--- src/rtl/pamf_pkg.sv ---
package pamf_pkg;

  typedef enum logic [1:0] {
    CNT_KEEP = 2'd0,
    CNT_UP   = 2'd1,
    CNT_DOWN = 2'd2
  } cnt_op_e;

  // Choose the counter action from the two requests that may hit an entry.
  // A simultaneous raise and lower cancel out.
  function automatic cnt_op_e pick_op(logic up_hit, logic down_hit);
    if (up_hit && down_hit) return CNT_KEEP;
    if (up_hit)             return CNT_UP;
    if (down_hit)           return CNT_DOWN;
    return CNT_KEEP;
  endfunction

  // Counter width that holds 0..lines without overflow.
  function automatic int count_width(int lines);
    return $clog2(lines + 1);
  endfunction

endpackage

--- src/rtl/pamf_field_split.sv ---
module pamf_field_split #(
  parameter int NUM_PARTS = 4,
  parameter int FIELD_W   = 4
) (
  input  logic [NUM_PARTS*FIELD_W-1:0]     addr,
  output logic [NUM_PARTS-1:0][FIELD_W-1:0] idx
);

  localparam int ADDR_W = NUM_PARTS * FIELD_W;

  function automatic logic [FIELD_W-1:0] field_of(logic [ADDR_W-1:0] a, int part);
    return a[part*FIELD_W +: FIELD_W];
  endfunction

  for (genvar p = 0; p < NUM_PARTS; p++) begin : g_part
    assign idx[p] = field_of(addr, p);
  end

endmodule

--- src/rtl/pamf_counter_bank.sv ---
module pamf_counter_bank
  import pamf_pkg::*;
#(
  parameter int FIELD_W = 4,
  parameter int CNT_W   = 7
) (
  input  logic                     clk,
  input  logic                     rst_n,
  input  logic                     inc_en,
  input  logic [FIELD_W-1:0]       inc_idx,
  input  logic                     dec_en,
  input  logic [FIELD_W-1:0]       dec_idx,
  input  logic [FIELD_W-1:0]       rd_idx,
  output logic                     rd_zero,
  output logic                     clip_evt,
  output logic [CNT_W+FIELD_W-1:0] pop
);

  localparam int DEPTH = 1 << FIELD_W;
  localparam int POP_W = CNT_W + FIELD_W;
  localparam logic [CNT_W-1:0] CMAX = '1;

  logic [CNT_W-1:0] cnt [DEPTH];

  function automatic logic [CNT_W-1:0] apply_op(logic [CNT_W-1:0] cur, cnt_op_e op);
    case (op)
      CNT_UP:   return (cur == CMAX) ? cur : cur + CNT_W'(1);
      CNT_DOWN: return (cur == '0)   ? cur : cur - CNT_W'(1);
      default:  return cur;
    endcase
  endfunction

  for (genvar e = 0; e < DEPTH; e++) begin : g_ent
    logic             up_hit;
    logic             down_hit;
    cnt_op_e          op;
    logic [CNT_W-1:0] nxt;

    assign up_hit   = inc_en && (inc_idx == FIELD_W'(e));
    assign down_hit = dec_en && (dec_idx == FIELD_W'(e));
    assign op       = pick_op(up_hit, down_hit);
    assign nxt      = apply_op(cnt[e], op);

    always_ff @(posedge clk or negedge rst_n) begin
      if (!rst_n) cnt[e] <= '0;
      else        cnt[e] <= nxt;
    end
  end

  // Named events for the checker
  logic same_entry;
  logic up_clip;
  logic down_clip;

  assign same_entry = inc_en && dec_en && (inc_idx == dec_idx);
  assign up_clip    = inc_en && !same_entry && (cnt[inc_idx] == CMAX);
  assign down_clip  = dec_en && !same_entry && (cnt[dec_idx] == '0);
  assign clip_evt   = up_clip || down_clip;

  assign rd_zero = (cnt[rd_idx] == '0);

  always_comb begin
    pop = '0;
    for (int e = 0; e < DEPTH; e++) pop = pop + POP_W'(cnt[e]);
  end

endmodule

--- src/rtl/pamf_result_reg.sv ---
module pamf_result_reg (
  input  logic clk,
  input  logic rst_n,
  input  logic in_valid,
  input  logic in_miss,
  output logic out_valid,
  output logic out_miss
);

  always_ff @(posedge clk or negedge rst_n) begin
    if (!rst_n) begin
      out_valid <= 1'b0;
      out_miss  <= 1'b0;
    end else begin
      out_valid <= in_valid;
      out_miss  <= in_valid && in_miss;
    end
  end

endmodule

--- src/rtl/pamf_filter.sv ---
module pamf_filter
  import pamf_pkg::*;
#(
  parameter int NUM_PARTS = 4,
  parameter int FIELD_W   = 4,
  parameter int CAP_LINES = 64
) (
  input  logic                         clk,
  input  logic                         rst_n,
  input  logic                         lookup_valid,
  input  logic [NUM_PARTS*FIELD_W-1:0] lookup_addr,
  input  logic                         fill_valid,
  input  logic [NUM_PARTS*FIELD_W-1:0] fill_addr,
  input  logic                         evict_valid,
  input  logic [NUM_PARTS*FIELD_W-1:0] evict_addr,
  output logic                         result_valid,
  output logic                         result_miss
);

  localparam int CNT_W = count_width(CAP_LINES);
  localparam int POP_W = CNT_W + FIELD_W;

  logic [NUM_PARTS-1:0][FIELD_W-1:0] look_idx;
  logic [NUM_PARTS-1:0][FIELD_W-1:0] fill_idx;
  logic [NUM_PARTS-1:0][FIELD_W-1:0] vict_idx;

  logic                            evict_take;
  logic [NUM_PARTS-1:0]            part_zero;
  logic [NUM_PARTS-1:0]            part_clip;
  logic [NUM_PARTS-1:0][POP_W-1:0] part_pop;
  logic                            lookup_miss;
  logic                            any_clip;

  pamf_field_split #(.NUM_PARTS(NUM_PARTS), .FIELD_W(FIELD_W)) u_split_look (
    .addr(lookup_addr), .idx(look_idx)
  );
  pamf_field_split #(.NUM_PARTS(NUM_PARTS), .FIELD_W(FIELD_W)) u_split_fill (
    .addr(fill_addr), .idx(fill_idx)
  );
  pamf_field_split #(.NUM_PARTS(NUM_PARTS), .FIELD_W(FIELD_W)) u_split_vict (
    .addr(evict_addr), .idx(vict_idx)
  );

  // An eviction only counts when it rides along with a fill.
  assign evict_take = fill_valid && evict_valid;

  for (genvar p = 0; p < NUM_PARTS; p++) begin : g_bank
    pamf_counter_bank #(.FIELD_W(FIELD_W), .CNT_W(CNT_W)) u_bank (
      .clk      (clk),
      .rst_n    (rst_n),
      .inc_en   (fill_valid),
      .inc_idx  (fill_idx[p]),
      .dec_en   (evict_take),
      .dec_idx  (vict_idx[p]),
      .rd_idx   (look_idx[p]),
      .rd_zero  (part_zero[p]),
      .clip_evt (part_clip[p]),
      .pop      (part_pop[p])
    );
  end

  assign lookup_miss = |part_zero;
  assign any_clip    = |part_clip;

  pamf_result_reg u_result (
    .clk       (clk),
    .rst_n     (rst_n),
    .in_valid  (lookup_valid),
    .in_miss   (lookup_miss),
    .out_valid (result_valid),
    .out_miss  (result_miss)
  );

endmodule

--- config.mk ---
export PLATFORM = sky130hd
export DESIGN_NAME = pamf_filter
export DESIGN_NICKNAME = d
export VERILOG_FILES = /design/src/rtl/pamf_pkg.sv /design/src/rtl/pamf_field_split.sv /design/src/rtl/pamf_counter_bank.sv /design/src/rtl/pamf_result_reg.sv /design/src/rtl/pamf_filter.sv
export SDC_FILE = /design/constraint.sdc
export NUM_CORES = 2
export LEC_CHECK = 0
export ABC_AREA = 1
export BUFFER_PORTS_ARGS = -buffer_cell sky130_fd_sc_hd__buf_4
export CORE_ASPECT_RATIO = 0.9
export CORE_MARGIN = 5
export CORE_UTILIZATION = 65
export DETAILED_ROUTE_END_ITERATION = 6
export HOLD_SLACK_MARGIN = 0.03
export PLACE_DENSITY = 0.82
export REMOVE_ABC_BUFFERS = 1
export SETUP_SLACK_MARGIN = 0.15
export SLEW_MARGIN = 30
export SYNTH_ARGS = -nofsm -noshare
export SYNTH_HDL_FRONTEND = slang
export SYNTH_SLANG_ARGS = --single-unit
--- constraint.sdc ---
create_clock -name clk -period 3.15 [get_ports clk]
set_input_delay 0.4725 -clock clk [delete_from_list [all_inputs] [get_ports clk]]
set_output_delay 0.4725 -clock clk [all_outputs]
set_load 0.02 [all_outputs]
=== Word level (Yosys, flattened, before mapping) ===
Index checks and enable logic that the tools add are counted.

* Add/subtract/negate cells: 128
* Bitwise operators: 4
* $lt $le $gt $ge: 4
* Reduce and logical (&&, ||, !) cells: 399
* Eq/ne operators: 440
* Mux-type cells: 972

{| class="wikitable"
|+ Operators by type and width
! kind !! count
|-
| 7-bit 2-to-1 mux || 136
|-
| 7-bit one-hot mux with 2 select lines || 64
|-
| 2-bit 2-to-1 mux || 384
|-
| 7-bit zero test || 68
|-
| 7-bit by 1-bit adder with 7-bit output (second input constant) || 64
|-
| 7-bit equality test (second input constant) || 64
|-
| 7-bit by 1-bit subtractor with 7-bit output (second input constant) || 64
|-
| 1-bit 2-to-1 mux || 384
|-
| 4-bit equality test (second input constant) || 64
|-
| 2-bit inequality test (second input constant) || 128
|-
| 1-bit logical AND || 194
|-
| 3-bit AND reduction || 64
|-
| 2-bit by 1-bit equality test with 1-bit output (second input constant) || 64
|-
| 2-bit equality test (second input constant) || 64
|-
| 4-bit by 3-bit equality test with 1-bit output (second input constant) || 32
|-
| 2-bit nonzero test || 64
|-
| 7-bit binary-select mux with 4-bit select || 4
|-
| 4-bit by 2-bit equality test with 1-bit output (second input constant) || 16
|-
| 4-bit by 1-bit equality test with 1-bit output (second input constant) || 8
|-
| 4-bit zero test || 8
|-
| 5-bit >= comparator (second input constant) || 4
|-
| 4-bit inverter with 5-bit output || 4
|-
| 4-bit OR reduction || 1
|}

* Output and inout bits: 2
* Logic and storage cells: 2013
* Register bits after elaboration: 450

=== Depth between registers and ports, before layout ===
* Depth after elaboration: 13
* Depth in mapped cells: 21
* Mapped depth without buffers: 20

=== Hierarchy ===
From an unflattened synthesis, not the netlist that was laid out.

* Cells, all modules: 8209
* Area, all modules: 57061.0 sq um

{| class="wikitable"
|+ Modules (own cells, without submodules)
! module !! cells an instance !! sequential area each (sq um) !! instances !! area each (sq um)
|-
| pamf_counter_bank at g_bank[1].u_bank || 2115 || 2802.7 || 1 || 14465.1
|-
| pamf_counter_bank at g_bank[0].u_bank || 2020 || 2802.7 || 1 || 14179.8
|-
| pamf_counter_bank at g_bank[2].u_bank || 2013 || 2802.7 || 1 || 14134.8
|-
| pamf_counter_bank at g_bank[3].u_bank || 2004 || 2802.7 || 1 || 13844.5
|-
| pamf_field_split || 16 || 0.0 || 3 || 120.1
|-
| pamf_result_reg || 4 || 50.0 || 1 || 57.6
|-
| pamf_filter || 5 || 0.0 || 1 || 18.8
|}

=== Least setup slack after synthesis ===
Ideal clock, no wire load.

* Path kind: in2reg
* Start: input fill_valid
* End: register g_bank[0].u_bank.cnt[104] (netlist name)
* Stages: 19
* Arrival: 2.728 ns
* Setup slack: 0.304 ns
* Path buffers: 3
* Required time: 3.033 ns
* Path through: buf_4 > nand2_4 > buf_6 > nor2_2 > inv_1 > nor2_1 > ha_1 > buf_2 > xor2_1 > ha_1 > a21oi_1 > o21ai_0 > nand2_1 > a21boi_0 > nor2_1 > nand2_1 > nand2_1 > nand2_1 > nand2_1

* Cells in the longest elaborated chain, start to end: 11
* Elaborated cells between the ends (all ways): 22
* Classes of those cells: eq/ne (4); mux (12); reduce/logical (6)

{| class="wikitable"
|+ Ends and longest elaborated chain
! element !! line !! RTL
|-
| start: declaration || pamf_filter.sv:12 || <nowiki>input logic fill_valid,</nowiki>
|-
| 1-bit logical AND || pamf_filter.sv:45 || <nowiki>assign evict_take = fill_valid && evict_valid;</nowiki>
|-
| 1-bit logical AND || pamf_counter_bank.sv:40 || <nowiki>assign down_hit = dec_en && (dec_idx == FIELD_W'(e));</nowiki>
|-
| 1-bit 2-to-1 mux (2 in a row) || pamf_pkg.sv:14 || <nowiki>if (down_hit) return CNT_DOWN;</nowiki>
|-
| 1-bit 2-to-1 mux || pamf_pkg.sv:13 || <nowiki>if (up_hit) return CNT_UP;</nowiki>
|-
| 2-bit 2-to-1 mux || pamf_pkg.sv:15 || <nowiki>return CNT_KEEP;</nowiki>
|-
| 2-bit 2-to-1 mux || pamf_pkg.sv:14 ||
|-
| 2-bit 2-to-1 mux * || pamf_pkg.sv:13 ||
|-
| 2-bit equality test / 2-bit by 1-bit equality test with 1-bit output (equally long branches) || pamf_counter_bank.sv:26 || <nowiki>case (op)</nowiki>
|-
| 2-bit inequality test (no line) / 2-bit nonzero test (equally long branches) || -- ||
|-
| 3-bit AND reduction (no line) || -- ||
|-
| end signal: indexed assignment || pamf_counter_bank.sv:46 || <nowiki>else cnt[e] <= nxt;</nowiki>
|-
| end: declaration || pamf_counter_bank.sv:23 || <nowiki>logic [CNT_W-1:0] cnt [DEPTH];</nowiki>
|}

Every way passes the cells marked *; elsewhere a longest branch is shown, timed or not. The select of a mux whose other input is x is not followed.
A chain may end at the register's enable or synchronous reset.

=== Final worst setup path ===
* Start: input fill_valid
* End: register g_bank[3].u_bank.cnt[111] (netlist name)

* Cells in the longest elaborated chain, start to end: 11
* Elaborated cells between the ends (all ways): 22
* Classes of those cells: eq/ne (4); mux (12); reduce/logical (6)

{| class="wikitable"
|+ Ends and longest elaborated chain
! element !! line
|-
| 1-bit logical AND || pamf_filter.sv:45
|-
| 1-bit logical AND || pamf_counter_bank.sv:40
|-
| 1-bit 2-to-1 mux (2 in a row) || pamf_pkg.sv:14
|-
| 1-bit 2-to-1 mux || pamf_pkg.sv:13
|-
| 2-bit 2-to-1 mux || pamf_pkg.sv:15
|-
| 2-bit 2-to-1 mux || pamf_pkg.sv:14
|-
| 2-bit 2-to-1 mux * || pamf_pkg.sv:13
|-
| 2-bit equality test / 2-bit by 1-bit equality test with 1-bit output (equally long branches) || pamf_counter_bank.sv:26
|-
| 2-bit inequality test (no line) / 2-bit nonzero test (equally long branches) || --
|-
| 3-bit AND reduction (no line) || --
|-
| end signal: indexed assignment || pamf_counter_bank.sv:46
|-
| end: declaration || pamf_counter_bank.sv:23
|}

Marks and branches as above.

==> reports/metrics.cfg <==
[timing]
max_clock_freq_ghz=0.390
period_needed_ns=2.57
fin_skew_ns=0.0363
worst_slack_ns=0.584
finalMaxSlewViolations=0
hold_viol=0
finalCritPeriodShare_pct=81.5
setup_viol=0
setup_tns_ns=0
rsz0062_at_grt=no
worstMarginPinSlew_ns=0.833
slew_headroom_pct=44.4

[route]
drtIter0Drc=3244
drtPass1Iterations=6
drc_errors=0
wl_per_cell_microns=13.4
wl_mm=92.1
vias=37600
vias_per_cell=5.49
final_antenna_net_count=0

[synth]
synth-xor-area-share_pct=10.2
yosysSeqAreaShare_pct=29.3
synthMuxAreaShare_pct=0
synthAdderAreaFrac_pct=6.08
synth_top_family_by_area=simple AND/OR/NAND/NOR gates
synth-compound-area-share_pct=10.2
synth-edff-count=0
async_flop_share_pct=100
synth-seq-cells=450
synth_cell_types=50
syn_avg_cell_area_sq_um=6.52
synth_top_area_cell=dfrtp_1
synthSimpleGateAreaFrac_pct=35.1
synth_common_cells=nand2_1 (1,843), inv_1 (796), nor2_1 (565), dfrtp_1 (450), nand3_1 (440)
synth_cells=5906
yosysWarnings=0
netlist_area_sq_um=38500
synth_top_area_share_pct=29.3
yosys_most_used_dff=dfrtp_1
synth_area_leaders=dfrtp_1 (29%), nand2_1 (18%), inv_1 (7.8%)
yosysMostFrequentCell=nand2_1

[clock_tree]
postCtsSetupBuffers=0
cts_sinks=450
cts_buffers=52
htreeDepth=2
cts_tree=done
clk_latency_ns=0.64
path_clk_slew_ns=0.06
cts_buffer_depth=3
root_buffer=clkbuf_16

[hold_path]
hp-class=input port to register
hp-start=lookup_addr[11]

[global_routing]
overflow=0
grt_antenna_before_repair=0
grt_start_max_net_pins=76
track_usage_pct=28.0
grt_pass1_wl_mm=157
grt_pass1_vias=34200

[worst_setup_path]
crit_fanout=9
slowest_delay_ns=0.25
r2r_slack_ns=1.13
worstPathCellList=buf_4 > nand2_4 > inv_2 > nand3_1 > nor2_1 > ha_1 > xor2_1 > ha_1 > a21oi_1 > o21ai_0 > nand2_1 > nand2_1 > nand2_1 > o21ai_0 > xor2_1 > nand2_1 > nand2_1
cp-end-kind=register
critPathArrivalTime_ns=3.13
startpoint=fill_valid
worstPathRequired_ns=3.71
slowest_stage=inv_2
critPathKind=input port to register
cpMostUsedCell=nand2_1
start_kind=input port
reg2reg_from=g_bank[3].u_bank.cnt[92]

[placed_design]
place_congestion=0.929
hpwl_mm=68.6
numPortBuffers=54
dp_slack_ns=0.0454

[run_status]
status=finished clean

[floorplanning]
die_area_sq_um=64200
die_h_microns=241
die_w_microns=267
row_count=84
coreArea_sq_um=58500
ios=55
start_util_pct=65.7

[cells_and_area]
drive_above_1_share_pct=6.05
n_antenna_cell=0
seqCellArea_sq_um=11300
nFillCells=4835
multi_input_area_sq_um=23700
fin_nets=6276
syn_to_final_growth_pct=9.68

[power]
p_per_area_nw_per_um2=650
power.leakage_nw=22.3
ir_worst_vdd_v=0.000571

[run]
cap_viol_max_count=0

worst paths after layout:
path,to,cells after the start
worst max-delay path,g_bank[3].u_bank.cnt[111],17
worst min-delay path,u_result.out_miss,5
worst max register to register,g_bank[3].u_bank.cnt[97],9
worst min register to register,g_bank[3].u_bank.cnt[13],2
max in group asynchronous,g_bank[2].u_bank.cnt[44],3
min in group asynchronous,g_bank[0].u_bank.cnt[75],2
logic make-up (layout without fill, tap and decap cells):
kind of cell    count (synthesis)  count (layout)
compound gates                713             713
xor+xnor                      442             442
fa+ha+maj                     187             187
buf+inv                       915            1087
flops                         450             450
simple gates                 3199            3199
per-layer routing:
layer  wire length [microns]  vias to the layer above  global-route usage, %
met5                       0                        -                      0
met4                    2450                        0                   7.88
met3                    4810                      172                   3.20
met2                   42500                     1005                   47.2
met1                   42400                    17300                   38.7
li1                        -                    19100                      -
stage by stage:
| step | hold slack, ns | util (%) | cells | power, W | instance area [sq um] |
|---|---|---|---|---|---|
| 6_report | 0.395 | 72.1 | 6852 | 0.0274 | 42200 |
| 4_1_cts | 0.368 | 72.1 | 6852 | 0.0274 | 42200 |
| 5_1_grt | 0.399 | 72.1 | 6852 | 0.0298 | 42200 |
| 3_5_place_dp | 0.467 | 69.0 | 6754 | 0.0208 | 40400 |
| 3_3_place_gp | 0.457 | 69.0 | 6754 | 0.0204 | 40400 |
| 2_1_floorplan | 0.177 | - | 5794 | 0.0180 | 37900 |
registers in the layout, summed over array words and instances (netlist names):
signal,cells
g_bank.u_bank.cnt,448
u_result.out_miss,1
u_result.out_valid,1
cell type report:
type / instances / area share [%]
clock buffers: 69 / 3.57
clock inverters: 27 / 0.717
inverters: 803 / 7.14
multi-input cells: 4541 / 56.1
flip-flops and latches: 450 / 26.7
well taps: 774 / 2.29
repair buffers: 188 / 3.55
where the power goes:
part	internal [W]	switching [W]	total, W	leakage (nW)
clock	0.00378	0.00266	0.00644	0.886
sequential	0.00778	0.00293	0.0107	5.74
combinational	0.00409	0.00619	0.0103	15.7
placed cells by master (no fill, tap or decap), types with 16 or more instances in the layout:
master and instances:
inv_1 796, nor2_2 17, a21oi_1 97, nand4_1 130, buf_4 179, xnor2_1 138
nand2_1 1843, clkbuf_16 53, o21ai_1 24, nand3b_1 21, nor3_1 85, nor4_1 25
o22ai_1 40, or2_2 25, dfrtp_1 450, nand3_1 440, o21ai_0 437, o41ai_1 16
ha_1 187, xor2_1 299, o211ai_1 37, nor2_4 17, nor2_1 565
repair_timing:
| action | 4_1_cts | 5_1_grt |
|---|---|---|
| gates resized for setup | 0 | 0 |
| hold buffers | 2 | 0 |
| hold endpoints to repair | 66 | 0 |
worst max-delay path, delay by kind of cell:
kind,cells,cell delay [ns]
xor gates and xnor gates,2,0.41
and+or+nand+nor,8,0.91
buffers and inverters,2,0.43
adders and majority gates,2,0.40
AOI/OAI and AO/OA,3,0.51
No activity file was read; power rests on OpenSTA's default activity.
